`config.mk`:
```
export PLATFORM = sky130hd
export DESIGN_NAME = sar_seq
export DESIGN_NICKNAME = d
export VERILOG_FILES = /design/src/rtl/sar_seq_pkg.sv /design/src/rtl/sar_prescale.sv /design/src/rtl/sar_ctrl.sv /design/src/rtl/sar_bitreg.sv /design/src/rtl/sar_seq.sv
export SDC_FILE = /design/constraint.sdc
export NUM_CORES = 1
export LEC_CHECK = 0
export ABC_AREA = 1
export BUFFER_PORTS_ARGS = -buffer_cell sky130_fd_sc_hd__clkbuf_2
export CAP_MARGIN = 10
export CORE_MARGIN = 2
export CORE_UTILIZATION = 50
export DETAILED_ROUTE_END_ITERATION = 6
export GPL_TIMING_DRIVEN = 0
export PLACE_DENSITY_LB_ADDON = 0.3
export SYNTH_ARGS = -nofsm -noshare
export SYNTH_HDL_FRONTEND = slang
export SYNTH_SLANG_ARGS = --single-unit
```
`constraint.sdc`:
```
create_clock -name clk -period 2.1 [get_ports clk]
set_input_delay 0.105 -clock clk [delete_from_list [all_inputs] [get_ports clk]]
set_output_delay 0.105 -clock clk [all_outputs]
set_load 0.005 [all_outputs]
```
`src/rtl/sar_seq_pkg.sv`:
```
// Package: shared types and constants for the SAR conversion sequencer.
// Assumes: one state encoding shared by the controller and the checker.
package sar_seq_pkg;

    // Sequencer phases
    typedef enum logic [1:0] {
        ST_IDLE = 2'd0,
        ST_OFFS = 2'd1,
        ST_SAMP = 2'd2,
        ST_CONV = 2'd3
    } sar_state_e;

    // Fixed length of the offset-compensation phase, in conversion clocks
    localparam int OFFS_TICKS = 4;

endpackage

```
`src/rtl/sar_prescale.sv`:
```
// Module: sar_prescale
// Makes a one-cycle enable, tick_o, once per conversion clock period.
// The period is 2^(psel_i+1) system cycles. A free-running counter is
// compared under a mask, so the period stays aligned when psel_i changes.
// Assumes: the largest period, 2^(2^PSEL_W), fits the counter width.
module sar_prescale #(
    parameter int PSEL_W = 3
) (
    input  logic              clk,
    input  logic              rst_n,
    input  logic [PSEL_W-1:0] psel_i,
    output logic              tick_o
);
    localparam int CNT_W = 1 << PSEL_W;

    logic [CNT_W-1:0] div_q;
    logic [CNT_W-1:0] lim;

    // Mask holds ones in bits 0..psel_i
    genvar gi;
    generate
        for (gi = 0; gi < CNT_W; gi++) begin : g_lim
            assign lim[gi] = (PSEL_W'(gi) <= psel_i);
        end
    endgenerate

    // Free-running divider counter
    always_ff @(posedge clk) begin
        if (!rst_n) div_q <= '0;
        else        div_q <= div_q + 1'b1;
    end

    // Tick when every bit under the mask is set
    assign tick_o = ((div_q & lim) == lim);

endmodule

```
`src/rtl/sar_ctrl.sv`:
```
// Module: sar_ctrl
// Phase controller: idle, offset compensation, sampling and bit trials.
// All phase changes happen on conversion clock ticks. A start request seen
// while idle is held until the next tick. While busy, requests are dropped.
// Assumes: OFFS_TICKS-1 fits in LEN_W bits; last_i comes from the bit register.
module sar_ctrl
    import sar_seq_pkg::*;
#(
    parameter int LEN_W = 4
) (
    input  logic             clk,
    input  logic             rst_n,
    input  logic             tick_i,
    input  logic             start_i,
    input  logic             offs_en_i,
    input  logic             free_run_i,
    input  logic [LEN_W-1:0] samp_len_i,
    input  logic             last_i,
    output logic             load_o,
    output logic             step_o,
    output logic             sample_o,
    output logic             done_o
);
    localparam logic [LEN_W-1:0] OFFS_LOAD = LEN_W'(OFFS_TICKS - 1);

    sar_state_e       state_q;
    logic [LEN_W-1:0] cnt_q;
    logic             req_q;
    logic             done_q;
    logic             go;
    logic             cnt_zero;

    assign go       = req_q | start_i;
    assign cnt_zero = (cnt_q == '0);

    // Request latch: only armed while idle, cleared when the tick takes it
    always_ff @(posedge clk) begin
        if (!rst_n) req_q <= 1'b0;
        else        req_q <= (state_q == ST_IDLE) && go && !tick_i;
    end

    // Phase register and phase counter, advanced on ticks
    always_ff @(posedge clk) begin
        if (!rst_n) begin
            state_q <= ST_IDLE;
            cnt_q   <= '0;
        end else if (tick_i) begin
            case (state_q)
                ST_IDLE: begin
                    if (go) begin
                        if (offs_en_i) begin
                            state_q <= ST_OFFS;
                            cnt_q   <= OFFS_LOAD;
                        end else begin
                            state_q <= ST_SAMP;
                            cnt_q   <= samp_len_i;
                        end
                    end
                end
                ST_OFFS: begin
                    if (cnt_zero) begin
                        state_q <= ST_SAMP;
                        cnt_q   <= samp_len_i;
                    end else begin
                        cnt_q <= cnt_q - 1'b1;
                    end
                end
                ST_SAMP: begin
                    if (cnt_zero) state_q <= ST_CONV;
                    else          cnt_q   <= cnt_q - 1'b1;
                end
                ST_CONV: begin
                    if (last_i) begin
                        if (free_run_i) begin
                            state_q <= ST_SAMP;
                            cnt_q   <= samp_len_i;
                        end else begin
                            state_q <= ST_IDLE;
                        end
                    end
                end
                default: state_q <= ST_IDLE;
            endcase
        end
    end

    // Done pulse, registered on the edge that stores the final bit
    always_ff @(posedge clk) begin
        if (!rst_n) done_q <= 1'b0;
        else        done_q <= step_o && last_i;
    end

    // Strobes to the bit register
    assign load_o   = tick_i && (state_q == ST_SAMP) && cnt_zero;
    assign step_o   = tick_i && (state_q == ST_CONV);
    assign sample_o = (state_q == ST_SAMP);
    assign done_o   = done_q;

endmodule

```
`src/rtl/sar_bitreg.sv`:
```
// Module: sar_bitreg
// Successive-approximation register. On load, a one-hot trial mask is set
// to the top bit of the chosen width, and the trial code takes that mask.
// On each step the current bit is kept or cleared by the comparator and the
// next lower bit is tried. After bit 0 the result word is stored and the
// trial code goes back to zero.
// Assumes: NARROW_W <= DATA_W; load and step are never high together.
module sar_bitreg #(
    parameter int DATA_W   = 12,
    parameter int NARROW_W = 8
) (
    input  logic              clk,
    input  logic              rst_n,
    input  logic              load_i,
    input  logic              step_i,
    input  logic              narrow_i,
    input  logic              cmp_i,
    output logic [DATA_W-1:0] code_o,
    output logic [DATA_W-1:0] result_o,
    output logic              last_o,
    output logic              narrow_o
);
    localparam logic [DATA_W-1:0] TOP_WIDE   = DATA_W'(1) << (DATA_W - 1);
    localparam logic [DATA_W-1:0] TOP_NARROW = DATA_W'(1) << (NARROW_W - 1);

    logic [DATA_W-1:0] code_q;
    logic [DATA_W-1:0] mask_q;
    logic [DATA_W-1:0] res_q;
    logic [DATA_W-1:0] decided;
    logic              narrow_q;

    // Per-bit decision: the bit under trial takes the comparator verdict
    genvar gb;
    generate
        for (gb = 0; gb < DATA_W; gb++) begin : g_bit
            assign decided[gb] = mask_q[gb] ? cmp_i : code_q[gb];
        end
    endgenerate

    // Trial code and mask walk from the top bit down to bit 0
    always_ff @(posedge clk) begin
        if (!rst_n) begin
            code_q <= '0;
            mask_q <= '0;
        end else if (load_i) begin
            code_q <= narrow_i ? TOP_NARROW : TOP_WIDE;
            mask_q <= narrow_i ? TOP_NARROW : TOP_WIDE;
        end else if (step_i) begin
            if (mask_q[0]) begin
                code_q <= '0;
                mask_q <= '0;
            end else begin
                code_q <= decided | (mask_q >> 1);
                mask_q <= mask_q >> 1;
            end
        end
    end

    // Result word, written once per conversion after bit 0
    always_ff @(posedge clk) begin
        if (!rst_n)                    res_q <= '0;
        else if (step_i && mask_q[0])  res_q <= decided;
    end

    // Resolution of the conversion in progress
    always_ff @(posedge clk) begin
        if (!rst_n)      narrow_q <= 1'b0;
        else if (load_i) narrow_q <= narrow_i;
    end

    assign code_o   = code_q;
    assign result_o = res_q;
    assign last_o   = mask_q[0];
    assign narrow_o = narrow_q;

endmodule

```
`src/rtl/sar_seq.sv`:
```
// Module: sar_seq (top)
// SAR conversion sequencer: a prescaler, a phase controller and a bit register.
// Assumes: the comparator output is settled within one conversion clock of
// a code change; settings are held steady during a conversion.
module sar_seq #(
    parameter int DATA_W   = 12,
    parameter int NARROW_W = 8,
    parameter int LEN_W    = 4,
    parameter int PSEL_W   = 3
) (
    input  logic              clk,
    input  logic              rst_n,
    input  logic              start_i,
    input  logic              cmp_i,
    input  logic              res8_i,
    input  logic [LEN_W-1:0]  samp_len_i,
    input  logic              offs_en_i,
    input  logic              free_run_i,
    input  logic [PSEL_W-1:0] psel_i,
    output logic [DATA_W-1:0] dac_code_o,
    output logic              sample_o,
    output logic [DATA_W-1:0] result_o,
    output logic              done_o
);
    logic tick;
    logic load;
    logic step;
    logic last;
    logic narrow_q;

    // Conversion clock enable
    sar_prescale #(.PSEL_W(PSEL_W)) u_pre (
        .clk    (clk),
        .rst_n  (rst_n),
        .psel_i (psel_i),
        .tick_o (tick)
    );

    // Phase sequencing
    sar_ctrl #(.LEN_W(LEN_W)) u_ctrl (
        .clk        (clk),
        .rst_n      (rst_n),
        .tick_i     (tick),
        .start_i    (start_i),
        .offs_en_i  (offs_en_i),
        .free_run_i (free_run_i),
        .samp_len_i (samp_len_i),
        .last_i     (last),
        .load_o     (load),
        .step_o     (step),
        .sample_o   (sample_o),
        .done_o     (done_o)
    );

    // Successive-approximation register
    sar_bitreg #(.DATA_W(DATA_W), .NARROW_W(NARROW_W)) u_bits (
        .clk      (clk),
        .rst_n    (rst_n),
        .load_i   (load),
        .step_i   (step),
        .narrow_i (res8_i),
        .cmp_i    (cmp_i),
        .code_o   (dac_code_o),
        .result_o (result_o),
        .last_o   (last),
        .narrow_o (narrow_q)
    );

endmodule

```
-- Word level (Yosys, flattened, before mapping)
Index checks and enable logic that the tools add are counted.
- memories: 0
- flip-flop bits (word level): 52
- bits in latches: 0
- bits in read-only memories: 0
- bits of input ports: 14
- memory bits (writable): 0
- reductions and logical operators: 12
- mux-type cells: 33
- $add $sub $neg: 2
- magnitude comparators: 8
- eq/ne operators: 10
- multipliers: 0
- shift-type cells: 0
- divide/modulo/power cells: 0
- bitwise logic cells: 3
- operators by type and width (kind ; count):
    12-bit two-way mux ; 6
    4-bit two-way mux ; 6
    4-bit one-hot mux with 4 select lines ; 1
    3-bit less-or-equal comparator, first input constant ; 4
    1-bit two-way mux ; 12
    2-bit two-way mux ; 6
    12-bit by 11-bit OR with 12-bit output ; 1
    11-bit two-way mux ; 1
    5-bit AND reduction ; 2
    8-bit by 1-bit adder with 8-bit output, second input constant ; 1
    8-bit bitwise AND ; 1
    8-bit == test ; 1
    2-bit by 1-bit != test with 1-bit output, second input constant ; 4
    2-bit one-hot mux with 4 select lines ; 1
    1-bit by 3-bit less-or-equal comparator with 1-bit output, first input constant ; 2
    2-bit by 3-bit less-or-equal comparator with 1-bit output, first input constant ; 2
    1-bit logical AND ; 6
    2-bit == test, second input constant ; 2
    4-bit logical NOT ; 1
    2-bit != test, second input constant ; 2
    4-bit by 1-bit subtractor with 4-bit output, second input constant ; 1
    2-bit by 1-bit == test with 1-bit output, second input constant ; 1
    2-bit logical NOT ; 1
    2-bit nonzero test ; 1
    2 further kinds ; 2

-- Depth between registers and ports, before layout
- word-level depth: 6
- depth in mapped cells: 11
- gate-level depth less buffers: 11

-- Hierarchy
From an unflattened synthesis, not the netlist that was laid out.
- cell total of the unflattened synthesis: 362
- area total of the unflattened synthesis: 2491.1 um^2
- modules (own cells, without submodules) (module ; seq. area each (um^2) ; cells each ; area an instance (um^2) ; times used):
    sar_bitreg ; 740.7 ; 207 ; 1483.9 ; 1
    sar_ctrl ; 160.2 ; 95 ; 613.1 ; 1
    sar_prescale ; 160.2 ; 60 ; 394.1 ; 1

-- Least setup slack after synthesis
No wires, ideal clock.
- kind: register to register
- from: register u_ctrl.cnt_q[0]
- to: register u_bits.mask_q[10]
- cell stages (with the launch flop): 10
- slack: 0.636 ns
- buffers on the path: 0
- arrival time: 1.351 ns
- library setup time: 0.113 ns
- period minus slack after synthesis: 1.464 ns
- path through: dfxtp_1 inv_1 ha_1 nand3_2 nor2_2 nand3_2 nand2_4 inv_2 nand2_1 nor2_1
- word-level cells in the longest chain between the ends: 3
- ends and longest elaborated chain (item ; line ; RTL):
    start: declaration ; sar_ctrl.sv:27 ; logic [LEN_W-1:0] cnt_q;
    start signal: assignment ; sar_ctrl.sv:56 ; cnt_q <= samp_len_i;
    start signal: assignment ; sar_ctrl.sv:63 ; cnt_q <= samp_len_i;
    start signal: assignment ; sar_ctrl.sv:65 ; cnt_q <= cnt_q - 1'b1;
    4-bit logical NOT (*) ; sar_ctrl.sv:34 ; assign cnt_zero = (cnt_q == '0);
    1-bit logical AND (*) ; sar_ctrl.sv:94 ; assign load_o = tick_i && (state_q == ST_SAMP) && cnt_zero;
    12-bit two-way mux / 2-bit nonzero test (equally long branches) ; - ;
    end signal: assignment ; sar_bitreg.sv:47 ; mask_q <= narrow_i ? TOP_NARROW : TOP_WIDE;
    end signal: assignment ; sar_bitreg.sv:54 ; mask_q <= mask_q >> 1;
    end: declaration ; sar_bitreg.sv:27 ; logic [DATA_W-1:0] mask_q;
Every way passes the cells marked *; elsewhere a longest branch is shown, timed or not.
A chain may end at the register's enable or synchronous reset.

-- Final worst setup path
- from: register u_ctrl.cnt_q[0]
- to: register u_bits.mask_q[9]
Same word-level chain as after synthesis.

==> impl.org <==
** Finish
- Number of fill cells in the layout :: slightly above 500
- Count of antenna diodes in the layout :: 0
- Area growth from synthesis to final layout :: 14.8%
- Cells with a size suffix above 1 make up between 10% and 20% of the layout.
- At the end of the flow the core is filled with cells to between 60% and 70%.
- Post-layout net count :: 480

** Logic synthesis
- Fraction of synthesized cell area taken by the top area cell type :: about two fifths
- For this run, asynchronously set or reset flops after synthesis account for 0%.
- The synthesized design spends more area on one cell type than any other, namely sky130_fd_sc_hd__dfxtp_1.
- Post-Synth XOR/XNOR Area :: less than 1%
- Count of synthesis-stage warnings from yosys :: 0
- Most area-consuming cells after synthesis :: sky130_fd_sc_hd__dfxtp_1 (38%), sky130_fd_sc_hd__nand2_1 (14%), sky130_fd_sc_hd__inv_1 (10%)
- By area, the combinational part of the netlist is dominated by simple AND/OR/NAND/NOR gates.
- In the synthesized netlist, mux cells make up 0% of the area.
- Counting distinct cell types in the post-synthesis netlist gives 30.
- After synthesis, the mean cell area works out to 6.47 um2.
- Cell count after synthesis :: ~420
- Of the total synthesized cell area, the portion taken by AND, OR, NAND and NOR gates is 29.9%.
- Register bit total from synthesis :: 52
- Number of flops mapped to enable cells by yosys :: 0
- For this run, the register share of the synthesized area comes to roughly two fifths.
- Area fraction in compound gates after synthesis :: about 16%
- The number of nets in the synthesized netlist is between 400 and 500.
- Cell area after synthesis :: around 2700 um2
- Among all flip-flop cells after synthesis, the most frequent one is sky130_fd_sc_hd__dfxtp_1.
- The synthesized netlist devotes approximately 1.4% of its cell area to adder and majority cells.

** STA
- For the pin with the worst max-slew slack, the measured transition is 0.558 ns.
- After layout, the minimum clock period comes to 1.76 ns.
- Static timing analysis puts the maximum clock frequency at 567 MHz.
- Setup total negative slack on the finished layout was measured at 0 ns.
- The number of hold violations in the final report was 0.
- Count of pins over their slew limit :: 0
- Setup repair after global routing left no endpoint under its margin.
- Largest clock skew in the final design :: 0.0123 ns
- Share of the clock period used by the worst path after layout :: 83.9%
- Final setup violation count :: 0
- Across all setup checks in the final design, the least slack found is around 0.34 ns.
- Max transition margin :: a little over three fifths

** Pwr
- Across the VDD grid, the largest voltage drop is about 0.38 mV.
- For this design the ratio of total power to cell area is 586 nW/um2.
- Switch share :: about 22%
- Power comes to 1.82 mW.
- Summed over all cells, the static leakage comes to around 1.5 nW.
- Combinational share of power :: 5.4%
- Internal power comes to ~1.4 mW.
- The clock network accounts for between 30 and 40% of the total power.
- Summed over all nets, the switching power comes to approximately 0.4 mW.
- Seq pwr share :: a little over half

** Placed design
- Sum of net half-perimeters after detailed placement :: about 4300 um
- I/O Buffers :: 38
- The congestion estimate from routability-driven global placement came to just under 0.9.
- Prior to clock tree synthesis, the placed netlist has a worst setup slack of 0.353 ns.

** Clock network
- CTS HTree Levels :: 2
- After clock tree synthesis, the clock-pin slew on the worst setup and hold paths is around 0.090 ns.
- TritonCTS clock tree :: done
- In this run the post-CTS setup repair buffer count came out at 0.
- Worst-Skew Late Latency :: roughly 0.31 ns
- The clock drives 52 sinks.
- Post-CTS resize count :: 0
- Hold Buf Count CTS :: 0
- The clock passes through at most 2 buffers.
- The cell sitting at the root of the clock tree is a sky130_fd_sc_hd__clkbuf_8.
- Counting the buffers created by CTS gives 5.

** Drt
- First-pass iteration count of the detailed router :: 4
- After detailed routing, the number of vias per cell comes to 4.84.
- Across all layers, the routed design uses around 2600 vias.
- Count of nets left with antenna violations after detail routing :: 0
- Total DRC errors in the routed layout :: 0
- Drt total wl :: between 5000 and 6000 um
- Initial detailed-routing violation count :: roughly 180
- Final routed wire length divided by cell count :: between 10 and 15 um

** Worst setup path
- Data arrives at the worst endpoint at a little under 2 ns.
- The critical path is of the reg -> reg type.
- Worst setup SP type :: flop
- Critical R2R Launch :: u_ctrl.cnt_q[0]$_SDFFE_PN0P_
- Launching element of the worst setup path :: u_ctrl.cnt_q[0]$_SDFFE_PN0P_
- Measured in cells, the most critical reg-to-reg path has a length of 9.
- The worst setup path is captured at a flop.
- Worst R2R Setup Slack :: approximately 0.34 ns
- For the worst setup path, the data required time is 2.30 ns.
- The most critical setup path has its endpoint at u_bits.mask_q[9]$_SDFFE_PN0P_.
- Crit path max fanout :: 10
- In this run the critical register-to-register path is captured at u_bits.mask_q[9]$_SDFFE_PN0P_.

** Global routing
- The via count of the first global-routing pass is ~2200.
- Initial antenna violation count :: 0
- Entering global routing, the biggest net connects 17 pins.
- The total overflow left after global routing is 0.
- The first global-routing pass estimated 9940 um of wire.
- In the global route stage, overall resource usage came out at around a fifth.

** Floorplanning
- Starting density of the core :: 52.3%
- In this run the standard cell core region covers around 5200 um2.
- For this design the top-level I/O count stands at 40.
- The floorplan has 26 rows.
- Die Y-Extent :: slightly below 80 um
- Floorplan die width :: around 78 um
- Die outline area :: around 6000 um2

** Outcome
- The run finished with clean final reports.

** Worst hold path
- Worst hold path class :: in -> reg

** Job
- Number of maximum-capacitance violations :: 0
==> cells in the final DEF (no fill, tap or decap), types with 2 or more instances in the layout <==
| master | Yosys | layout |
|---|---|---|
| sky130_fd_sc_hd__o21ai_0 | 46 | 46 |
| sky130_fd_sc_hd__buf_6 | 3 | 3 |
| sky130_fd_sc_hd__nor3_1 | 3 | 3 |
| sky130_fd_sc_hd__clkbuf_8 | 0 | 6 |
| sky130_fd_sc_hd__o21ai_1 | 14 | 14 |
| sky130_fd_sc_hd__dfxtp_1 | 52 | 52 |
| sky130_fd_sc_hd__nand2_2 | 2 | 2 |
| sky130_fd_sc_hd__clkbuf_1 | 3 | 3 |
| sky130_fd_sc_hd__nand3_1 | 7 | 7 |
| sky130_fd_sc_hd__inv_1 | 75 | 75 |
| sky130_fd_sc_hd__nor2_1 | 62 | 62 |
| sky130_fd_sc_hd__ha_1 | 3 | 3 |
| sky130_fd_sc_hd__buf_2 | 2 | 2 |
| sky130_fd_sc_hd__o211ai_1 | 2 | 2 |
| sky130_fd_sc_hd__nand2_1 | 98 | 98 |
| sky130_fd_sc_hd__inv_2 | 7 | 7 |
| sky130_fd_sc_hd__nand3_2 | 2 | 2 |
| sky130_fd_sc_hd__nor2_2 | 2 | 2 |
| sky130_fd_sc_hd__clkbuf_2 | 0 | 38 |
| sky130_fd_sc_hd__a21oi_1 | 18 | 18 |
| sky130_fd_sc_hd__xor2_1 | 2 | 2 |
| sky130_fd_sc_hd__nand4_1 | 5 | 5 |
==> cell usage after synthesis (2+ instances only) <==
library cell,number
sky130_fd_sc_hd__nand2_1,98
sky130_fd_sc_hd__inv_1,75
sky130_fd_sc_hd__nor2_1,62
sky130_fd_sc_hd__dfxtp_1,52
sky130_fd_sc_hd__o21ai_0,46
sky130_fd_sc_hd__a21oi_1,18
sky130_fd_sc_hd__o21ai_1,14
sky130_fd_sc_hd__inv_2,7
sky130_fd_sc_hd__nand3_1,7
sky130_fd_sc_hd__nand4_1,5
sky130_fd_sc_hd__buf_6,3
sky130_fd_sc_hd__clkbuf_1,3
sky130_fd_sc_hd__ha_1,3
sky130_fd_sc_hd__nor3_1,3
sky130_fd_sc_hd__buf_2,2
sky130_fd_sc_hd__nand2_2,2
sky130_fd_sc_hd__nand3_2,2
sky130_fd_sc_hd__nor2_2,2
sky130_fd_sc_hd__o211ai_1,2
sky130_fd_sc_hd__xor2_1,2
==> worst min-delay path by stage <==
stage          slack [ns]  cells after the start   from                         endpoint
4_1_cts              0.09                      3  cmp_i  u_bits.result_o[0]$_SDFFE_PN0P_
3_5_place_dp         0.40                      3  cmp_i  u_bits.result_o[0]$_SDFFE_PN0P_
6_report             0.09                      3  cmp_i  u_bits.result_o[0]$_SDFFE_PN0P_
5_1_grt               0.1                      3  cmp_i  u_bits.result_o[0]$_SDFFE_PN0P_
3_3_place_gp         0.38                      3  cmp_i  u_bits.result_o[0]$_SDFFE_PN0P_
2_1_floorplan        0.24                      2  cmp_i  u_bits.result_o[0]$_SDFFE_PN0P_
==> sequential cells by signal, indices dropped and copies added (netlist names) <==
name             count
u_bits.code_o       12
u_bits.mask_q       12
u_bits.result_o     12
u_ctrl.cnt_q         4
u_ctrl.done_o        1
u_ctrl.req_q         1
u_ctrl.state_q       2
u_pre.div_q          8
==> critical path, stage by stage (launching register included) <==
cell                      delay [ns]
sky130_fd_sc_hd__dfxtp_1        0.33
sky130_fd_sc_hd__inv_1          0.12
sky130_fd_sc_hd__ha_1           0.18
sky130_fd_sc_hd__nand3_2        0.17
sky130_fd_sc_hd__nor2_2         0.25
sky130_fd_sc_hd__nand3_2        0.18
sky130_fd_sc_hd__nand2_4        0.18
sky130_fd_sc_hd__inv_2          0.12
sky130_fd_sc_hd__nand2_1        0.09
sky130_fd_sc_hd__nor2_1         0.04
==> metrics by stage <==
stage	hold slack (ns)	cells	area, um2
6_report	0.0901	534	3100
5_1_grt	0.0974	534	3100
4_1_cts	0.0925	534	3100
3_5_place_dp	0.401	526	2980
3_3_place_gp	0.379	526	2980
2_1_floorplan	0.240	418	2710
==> layer usage <==
metal | track usage, % | share of wire (%) | wire length [um] | vias up
li1 | - | - | - | 1390
met1 | 28.1 | 51 | 2970 | 1138
met2 | 32.3 | 44 | 2560 | 51
met3 | 3.84 | 4.2 | 247 | 5
met4 | 5.36 | 0.91 | 53 | 0
met5 | 0 | 0 | 0 | -
==> power by group through the flow <==
| stage | combinational, mW | sequential, mW | clock [mW] |
|---|---|---|---|
| finish | 0.0985 | 0.999 | 0.722 |
| global route | 0.110 | 1.00 | 0.781 |
| CTS | 0.0985 | 0.998 | 0.739 |
| detailed placement | 0.0983 | 1.02 | 0 |
| global placement | 0.0955 | 1.02 | 0 |
| floorplan | 0.0648 | 1.02 | 0 |
==> area by class of cell <==
| cell class | instances | area, um2 | area share [%] |
|---|---|---|---|
| buffer | 9 | 58.8 | 1.89 |
| clock buffer | 6 | 82.6 | 2.66 |
| clock inverter | 2 | 38.8 | 1.25 |
| inverter | 82 | 308 | 9.92 |
| multi-input combinational | 275 | 1300 | 41.8 |
| sequential | 52 | 1040 | 33.5 |
| tap | 70 | 87.6 | 2.82 |
| timing repair buffer | 38 | 190 | 6.13 |
==> cells by family after synthesis <==
logic type,after synthesis
AOI/OAI and AO/OA,83
buffers and inverters,91
adders and majority gates,3
xor gates and xnor gates,2
DFF,52
and+or+nand+nor,187
(Power assumes the default switching activity.)
